## src/rtl/gpio_irq_pkg.sv

```systemverilog
package gpio_irq_pkg;
   // register indices, address bits [7:4]
   localparam logic [3:0] IDX_PIN  = 4'd0;
   localparam logic [3:0] IDX_INT  = 4'd1;
   localparam logic [3:0] IDX_MASK = 4'd2;
   localparam logic [3:0] IDX_PAT1 = 4'd3;
   localparam logic [3:0] IDX_PAT0 = 4'd4;
   localparam logic [3:0] IDX_FLAG = 4'd5;
   localparam int REG_CNT = 6;
   localparam int IDX_W   = $clog2(REG_CNT);

   // write aliases, address bits [3:0]
   localparam logic [3:0] ALIAS_SET = 4'h4;
   localparam logic [3:0] ALIAS_CLR = 4'h8;

   // configuration register slots, ordered as their indices from IDX_INT
   localparam int CFG_INT  = 0;
   localparam int CFG_MASK = 1;
   localparam int CFG_PAT1 = 2;
   localparam int CFG_PAT0 = 3;
   localparam int CFG_CNT  = 4;

   // trigger condition for one pin
   function automatic logic pin_trigger(input logic smp, input logic prev,
                                        input logic edge_mode, input logic pol);
      logic hit;
      if (edge_mode) hit = pol ? (smp & ~prev) : (~smp & prev);
      else           hit = (smp == pol);
      return hit;
   endfunction
endpackage

```

## src/rtl/gpio_sync.sv

```systemverilog
module gpio_sync #(
   parameter int W      = 32,
   parameter int STAGES = 2
) (
   input  logic         clk,
   input  logic         rst_n,
   input  logic [W-1:0] d,
   output logic [W-1:0] q
);
   logic [STAGES-1:0][W-1:0] stage_q;

   always_ff @(posedge clk or negedge rst_n) begin
      if (!rst_n) stage_q[0] <= '0;
      else        stage_q[0] <= d;
   end

   for (genvar s = 1; s < STAGES; s++) begin : g_stage
      always_ff @(posedge clk or negedge rst_n) begin
         if (!rst_n) stage_q[s] <= '0;
         else        stage_q[s] <= stage_q[s-1];
      end
   end

   assign q = stage_q[STAGES-1];
endmodule

```

## src/rtl/gpio_setclr_reg.sv

```systemverilog
module gpio_setclr_reg #(
   parameter int W = 32
) (
   input  logic         clk,
   input  logic         rst_n,
   input  logic         set_en,
   input  logic         clr_en,
   input  logic [W-1:0] bits,
   output logic [W-1:0] q
);
   always_ff @(posedge clk or negedge rst_n) begin
      if (!rst_n)      q <= '0;
      else if (set_en) q <= q | bits;
      else if (clr_en) q <= q & ~bits;
   end
endmodule

```

## src/rtl/gpio_bus_dec.sv

```systemverilog
module gpio_bus_dec
   import gpio_irq_pkg::*;
#(
   parameter int ADDR_W   = 12,
   parameter int DATA_W   = 32,
   parameter int BANK_IDX = 0
) (
   input  logic                           clk,
   input  logic                           rst_n,
   input  logic                           bus_wr,
   input  logic                           bus_rd,
   input  logic [ADDR_W-1:0]              bus_addr,
   input  logic [REG_CNT-1:0][DATA_W-1:0] rd_bank,
   output logic [CFG_CNT-1:0]             cfg_set,
   output logic [CFG_CNT-1:0]             cfg_clr,
   output logic                           flag_set,
   output logic                           flag_clr,
   output logic [DATA_W-1:0]              bus_rdata
);
   localparam int BANK_W = ADDR_W - 8;
   localparam logic [BANK_W-1:0] BANK_SEL = BANK_W'(BANK_IDX);

   logic       bank_hit, wr_set, wr_clr, rd_ok;
   logic [3:0] reg_sel, alias_sel;

   assign bank_hit  = (bus_addr[ADDR_W-1:8] == BANK_SEL);
   assign reg_sel   = bus_addr[7:4];
   assign alias_sel = bus_addr[3:0];
   assign wr_set    = bus_wr & bank_hit & (alias_sel == ALIAS_SET);
   assign wr_clr    = bus_wr & bank_hit & (alias_sel == ALIAS_CLR);

   for (genvar k = 0; k < CFG_CNT; k++) begin : g_cfg_dec
      assign cfg_set[k] = wr_set & (reg_sel == IDX_INT + 4'(k));
      assign cfg_clr[k] = wr_clr & (reg_sel == IDX_INT + 4'(k));
   end

   assign flag_set = wr_set & (reg_sel == IDX_FLAG);
   assign flag_clr = wr_clr & (reg_sel == IDX_FLAG);

   assign rd_ok = bank_hit & (reg_sel < 4'(REG_CNT));

   always_ff @(posedge clk or negedge rst_n) begin
      if (!rst_n)      bus_rdata <= '0;
      else if (bus_rd) bus_rdata <= rd_ok ? rd_bank[reg_sel[IDX_W-1:0]] : '0;
   end
endmodule

```

## src/rtl/gpio_trig.sv

```systemverilog
module gpio_trig
   import gpio_irq_pkg::*;
#(
   parameter int N_PINS = 32
) (
   input  logic              clk,
   input  logic              rst_n,
   input  logic [N_PINS-1:0] smp,
   input  logic [N_PINS-1:0] int_en,
   input  logic [N_PINS-1:0] edge_mode,
   input  logic [N_PINS-1:0] pol,
   input  logic [N_PINS-1:0] sw_set,
   input  logic [N_PINS-1:0] sw_clr,
   output logic [N_PINS-1:0] flag
);
   logic [N_PINS-1:0] prev_q;
   logic [N_PINS-1:0] trig;

   always_ff @(posedge clk or negedge rst_n) begin
      if (!rst_n) prev_q <= '0;
      else        prev_q <= smp;
   end

   for (genvar p = 0; p < N_PINS; p++) begin : g_pin
      assign trig[p] = int_en[p] & pin_trigger(smp[p], prev_q[p], edge_mode[p], pol[p]);

      // acknowledge wins over a trigger in the same cycle
      always_ff @(posedge clk or negedge rst_n) begin
         if (!rst_n)                   flag[p] <= 1'b0;
         else if (sw_clr[p])           flag[p] <= 1'b0;
         else if (trig[p] | sw_set[p]) flag[p] <= 1'b1;
      end
   end
endmodule

```

## src/rtl/gpio_irq_bank.sv

```systemverilog
module gpio_irq_bank
   import gpio_irq_pkg::*;
#(
   parameter int N_PINS         = 32,
   parameter int DATA_W         = 32,
   parameter int ADDR_W         = 12,
   parameter int BANK_IDX       = 0,
   parameter int SYNC_STAGES    = 2,
   parameter bit IRQ_REGISTERED = 1'b1
) (
   input  logic              clk,
   input  logic              rst_n,
   input  logic              bus_wr,
   input  logic              bus_rd,
   input  logic [ADDR_W-1:0] bus_addr,
   input  logic [DATA_W-1:0] bus_wdata,
   output logic [DATA_W-1:0] bus_rdata,
   input  logic [N_PINS-1:0] pin_in,
   output logic [N_PINS-1:0] pin_out,
   output logic              irq_out
);
   if (N_PINS < 1 || N_PINS > DATA_W) begin : g_bad_pins
      $error("gpio_irq_bank: N_PINS must be between 1 and DATA_W");
   end
   if (SYNC_STAGES < 2) begin : g_bad_sync
      $error("gpio_irq_bank: SYNC_STAGES must be at least 2");
   end
   if (ADDR_W < 9) begin : g_bad_addr
      $error("gpio_irq_bank: ADDR_W must leave room for a bank index");
   end
   if (BANK_IDX < 0 || BANK_IDX >= (1 << (ADDR_W - 8))) begin : g_bad_bank
      $error("gpio_irq_bank: BANK_IDX does not fit above the bank window");
   end

   logic [N_PINS-1:0]              wbits;
   logic [N_PINS-1:0]              smp_q;
   logic [CFG_CNT-1:0]             cfg_set, cfg_clr;
   logic                           flag_set, flag_clr;
   logic [CFG_CNT-1:0][N_PINS-1:0] cfg_q;
   logic [N_PINS-1:0]              int_q, mask_q, pat1_q, pat0_q, flag_q;
   logic [REG_CNT-1:0][DATA_W-1:0] rd_bank;
   logic                           irq_any;

   assign wbits = bus_wdata[N_PINS-1:0];

   gpio_sync #(.W(N_PINS), .STAGES(SYNC_STAGES)) u_sync (
      .clk   (clk),
      .rst_n (rst_n),
      .d     (pin_in),
      .q     (smp_q)
   );

   gpio_bus_dec #(.ADDR_W(ADDR_W), .DATA_W(DATA_W), .BANK_IDX(BANK_IDX)) u_dec (
      .clk       (clk),
      .rst_n     (rst_n),
      .bus_wr    (bus_wr),
      .bus_rd    (bus_rd),
      .bus_addr  (bus_addr),
      .rd_bank   (rd_bank),
      .cfg_set   (cfg_set),
      .cfg_clr   (cfg_clr),
      .flag_set  (flag_set),
      .flag_clr  (flag_clr),
      .bus_rdata (bus_rdata)
   );

   for (genvar k = 0; k < CFG_CNT; k++) begin : g_cfg
      gpio_setclr_reg #(.W(N_PINS)) u_reg (
         .clk    (clk),
         .rst_n  (rst_n),
         .set_en (cfg_set[k]),
         .clr_en (cfg_clr[k]),
         .bits   (wbits),
         .q      (cfg_q[k])
      );
   end

   assign int_q  = cfg_q[CFG_INT];
   assign mask_q = cfg_q[CFG_MASK];
   assign pat1_q = cfg_q[CFG_PAT1];
   assign pat0_q = cfg_q[CFG_PAT0];

   gpio_trig #(.N_PINS(N_PINS)) u_trig (
      .clk       (clk),
      .rst_n     (rst_n),
      .smp       (smp_q),
      .int_en    (int_q),
      .edge_mode (pat1_q),
      .pol       (pat0_q),
      .sw_set    ({N_PINS{flag_set}} & wbits),
      .sw_clr    ({N_PINS{flag_clr}} & wbits),
      .flag      (flag_q)
   );

   assign rd_bank[IDX_PIN]  = DATA_W'(smp_q);
   assign rd_bank[IDX_INT]  = DATA_W'(int_q);
   assign rd_bank[IDX_MASK] = DATA_W'(mask_q);
   assign rd_bank[IDX_PAT1] = DATA_W'(pat1_q);
   assign rd_bank[IDX_PAT0] = DATA_W'(pat0_q);
   assign rd_bank[IDX_FLAG] = DATA_W'(flag_q);

   assign pin_out = pat0_q & ~int_q;
   assign irq_any = |(flag_q & ~mask_q);

   if (IRQ_REGISTERED) begin : g_irq_reg
      always_ff @(posedge clk or negedge rst_n) begin
         if (!rst_n) irq_out <= 1'b0;
         else        irq_out <= irq_any;
      end
   end else begin : g_irq_comb
      assign irq_out = irq_any;
   end
endmodule

```

## config.mk

```make
export PLATFORM = sky130hd
export DESIGN_NAME = gpio_irq_bank
export DESIGN_NICKNAME = d
export VERILOG_FILES = /design/src/rtl/gpio_irq_pkg.sv /design/src/rtl/gpio_sync.sv /design/src/rtl/gpio_setclr_reg.sv /design/src/rtl/gpio_bus_dec.sv /design/src/rtl/gpio_trig.sv /design/src/rtl/gpio_irq_bank.sv
export SDC_FILE = /design/constraint.sdc
export NUM_CORES = 1
export LEC_CHECK = 0
export BUFFER_PORTS_ARGS = -buffer_cell sky130_fd_sc_hd__buf_2
export CAP_MARGIN = 5
export CORE_UTILIZATION = 59
export DETAILED_ROUTE_END_ITERATION = 12
export PLACE_DENSITY = 0.88
export SLEW_MARGIN = 0
export SYNTH_ARGS = -nofsm -noshare
export SYNTH_HDL_FRONTEND = slang
export SYNTH_SLANG_ARGS = --single-unit
```

## constraint.sdc

```tcl
create_clock -name clk -period 1.55 [get_ports clk]
set_clock_uncertainty 0.1 [all_clocks]
set_input_delay 0 -clock clk [delete_from_list [all_inputs] [get_ports clk]]
set_output_delay 0 -clock clk [all_outputs]
set_load 0.01 [all_outputs]
```

==> impl_results.md <==
- Syn_area_per_cell: 10.8 um2
- Slew margin rel.: 53.2%
- Vias/cell: 6.62
- Synth async-reset ratio: 100%
- Met1 global-route usage: 48.0%
- Worst Hold Slack: 54.7 ps
- Synth Cell Area: 13800 um2
- Post-DP HPWL: 27400 um
- Fin crit share: 100%
- Grt met2 use: 60.7%
- Row count: 55
- Final GP Congestion: 0.896
- Count of final hold-check violations: 0
- Maxcap violations: 0
- Longest Clk Path Bufs: 3
- Synth top cells by count: dfrtp_1, inv_1, nor2b_1, nand3_1, nor2_1
- Worst Hold Launch: bus_addr[11]
- Peak supply drop: 967 uV
- CTS HTree Levels: 1
- R2R Setup Slk: 10 ps
- GRT overflow: 0
- Die height: 155 um
- Worst min path class: in -> reg
- Slowest CP cell: dfrtp_1
- Pwr per Cell Area: 899 nW/um2
- Die width: 155 um
- Register bit total from synthesis: 289
- Via count: 12700
- Outcome: finished with violations
- Global routing's busiest layer: met2
- Yosys cell types: 38
- Largest net degree at the start of global routing: 79
- Grt met3 use: 8.27%
- Post-Synth Simple-Gate Area: 13.5%
- Setup slack after layout: -5.37 ps
- Dominant cell type by area after synthesis: dfrtp_1
- # clock sinks: 289
- IO Pins: 145
- Net Count, Synth: 1355
- Routed wire length: 45100 um
- CTS clock-pin slew for the worst setup and hold paths: 70 ps
- Worst stage delay on the critical path: 380 ps
- Minimum clock period: 1560 ps
- Worst-skew pair later-pin latency: 570 ps
- Synthesized netlist cell count: 1275
- Post-synthesis mux area share: 7.84%
- Xor/xnor cell area share of the yosys netlist: 0.127%
- Static Leakage: 7.65 nW
- Primary FF master, synth: dfrtp_1
- Peak fanout along the critical path: 4
- Wire per inst: 23.5 um
- Synth Warn #: 0
- R2r endpoint: u_dec.bus_rdata[26]$_DFFE_PN0P_
- Placed inst area: 15600 um2
- Worst Max-Slew Pin Slew: 696 ps
- WP data required: 1450 ps
- Failing checks: setup timing
- Initial antenna violation count: 0
- Top-area cell type share of the netlist area: 52.5%
- WHS Path Cells: 6
- Setup crit end kind: output pin
- Critical Path AT: 1460 ps
- EDFF count, synth: 0
- Compound-gate portion of the synthesized area: 20.3%
- Vias in the first global route: 12900
- Initial Util: 60.5%
- Die area: 24000 um2
- Register area share after synthesis: 52.5%
- Fin area: 17700 um2
- Hold Path End: u_trig.flag[10]$_DFFE_PN0P_
- Post-DRT Antenna Nets: 0
- Core area: 22800 um2
- Clock Root Buffer: clkbuf_16
- Startpoint types: register
- First-pass GRT wire length: 69800 um
- DRT Pass-1 Iters: 6
- Crit path cell chain: buf_4 -> nor2b_1 -> buf_2
- Antenna Diode Count: 0
- Largest family of logic cells by synthesized area: compound AO/OA/AOI/OAI gates
- Total track usage: 38.0%
- Area Growth Syn to Fin: 28.4%
- Setup-failing EPs final: 1
- Largest cells by area after synthesis: dfrtp_1, mux4_2, a221o_1, nor2b_1, a22o_1
- Path depth of the worst reg2reg path: 3
- Final slew viol count: 0
- Layout fillers: 1324
- # nets final: 1668
- RSZ-0062 raised after global routing: yes
- CP Class: reg -> out
- Fmax: 643 MHz
- Most frequent cell after synthesis: dfrtp_1
- 1st-iter DRT viols: 1588
- Adder-cell area share of the yosys netlist: 0%
- DRC viols: 0
- TritonCTS clock tree: built
- Share of layout cells above drive strength 1: 25.2%
- Num CTS Buffers: 29
- Port buffer count: 144
[where the power goes]
group,internal [mW],switching (mW),total (mW)
Sequential,7.69,0.102,7.79
Combinational,0.601,0.731,1.33
Clock,3.81,2.99,6.79
[area by class of cell]
type | count | area (um2) | share of cell area, %
clock buffers | 43 | 858 | 4.85
inverters | 129 | 484 | 2.73
repair buffers | 356 | 2780 | 15.7
well taps | 313 | 392 | 2.21
flip-flops and latches | 289 | 7230 | 40.9
clock inverters | 8 | 51.3 | 0.290
multi-input cells | 783 | 5900 | 33.3
[cells in the final DEF, fill, tap and decap left out, types with 32 or more instances in the layout]
cell type      synthesis  final
a221o_1               64     64
mux4_2                32     32
a22o_1                63     63
nor2b_1               97     87
inv_1                129    129
a21o_1                32     32
a21oi_1               64     63
nand2_1               35     34
dlygate4sd3_1          0    101
buf_2                 16    142
nand2b_1              33     33
buf_4                  0     95
o32ai_1               32     32
dfrtp_1              289    287
nand3_1               65     65
nor2_1                65     64
mux2_2                32     32
nor3_1                33     32
[worst max-delay path by stage]
stage,startpoint,endpoint,slack (ps),cells past startpoint
final,register,pin_out[12],-5,3
after floorplan,bus_addr[8],register,-50,5
after CTS,u_trig.flag[23]$_DFFE_PN0P_,irq_out$_DFF_PN0_,2,5
after global placement,bus_addr[8],register,-200,6
after global routing,u_trig.flag[14]$_DFFE_PN0P_,irq_out$_DFF_PN0_,-30,5
after detailed placement,bus_addr[5],register,-280,8
[layer usage]
layer / up-vias / part of all wire (%)
met1: 6202 / 36
met4: 0 / 6.4
li1: 5261 / -
met3: 267 / 11
met5: - / 0
met2: 987 / 47
[critical path, delay by kind of cell (launching register included)]
| family | cells | cell delay, ps |
|---|---|---|
| DFF | 1 | 380 |
| buffers and inverters | 2 | 340 |
| and+or+nand+nor | 1 | 170 |
[per-stage QoR]
stage | power [mW] | TNS [ps] | util (%) | worst slack (ps) | std cells
floorplan | 8.39 | -2110 | - | -45.3 | 1275
global placement | 8.95 | -23310 | 68.6 | -203 | 1765
detailed placement | 9.00 | -30760 | 68.6 | -282 | 1765
CTS | 15.9 | 0 | 77.2 | 2.42 | 1917
global route | 16.3 | -61.8 | 77.7 | -30.8 | 1921
finish | 15.9 | -5.37 | 77.7 | -5.37 | 1921
[logic make-up after synthesis]
logic type | Yosys count
multiplexers | 64
AO/OA/AOI/OAI | 369
flip-flops | 289
AND/OR/NAND/NOR | 348
XOR/XNOR | 2
buffers and inverters | 203
[timing repair]
action / CTS / global route
pin swaps: 0 / 3
setup buffers: 0 / 4
gates resized for setup: 8 / 24
endpoints found under the setup margin: 8 / 20
endpoints found under the hold margin: 505 / 0
hold buffers: 101 / 0
Note: power is estimated with default switching activity, not from simulation.
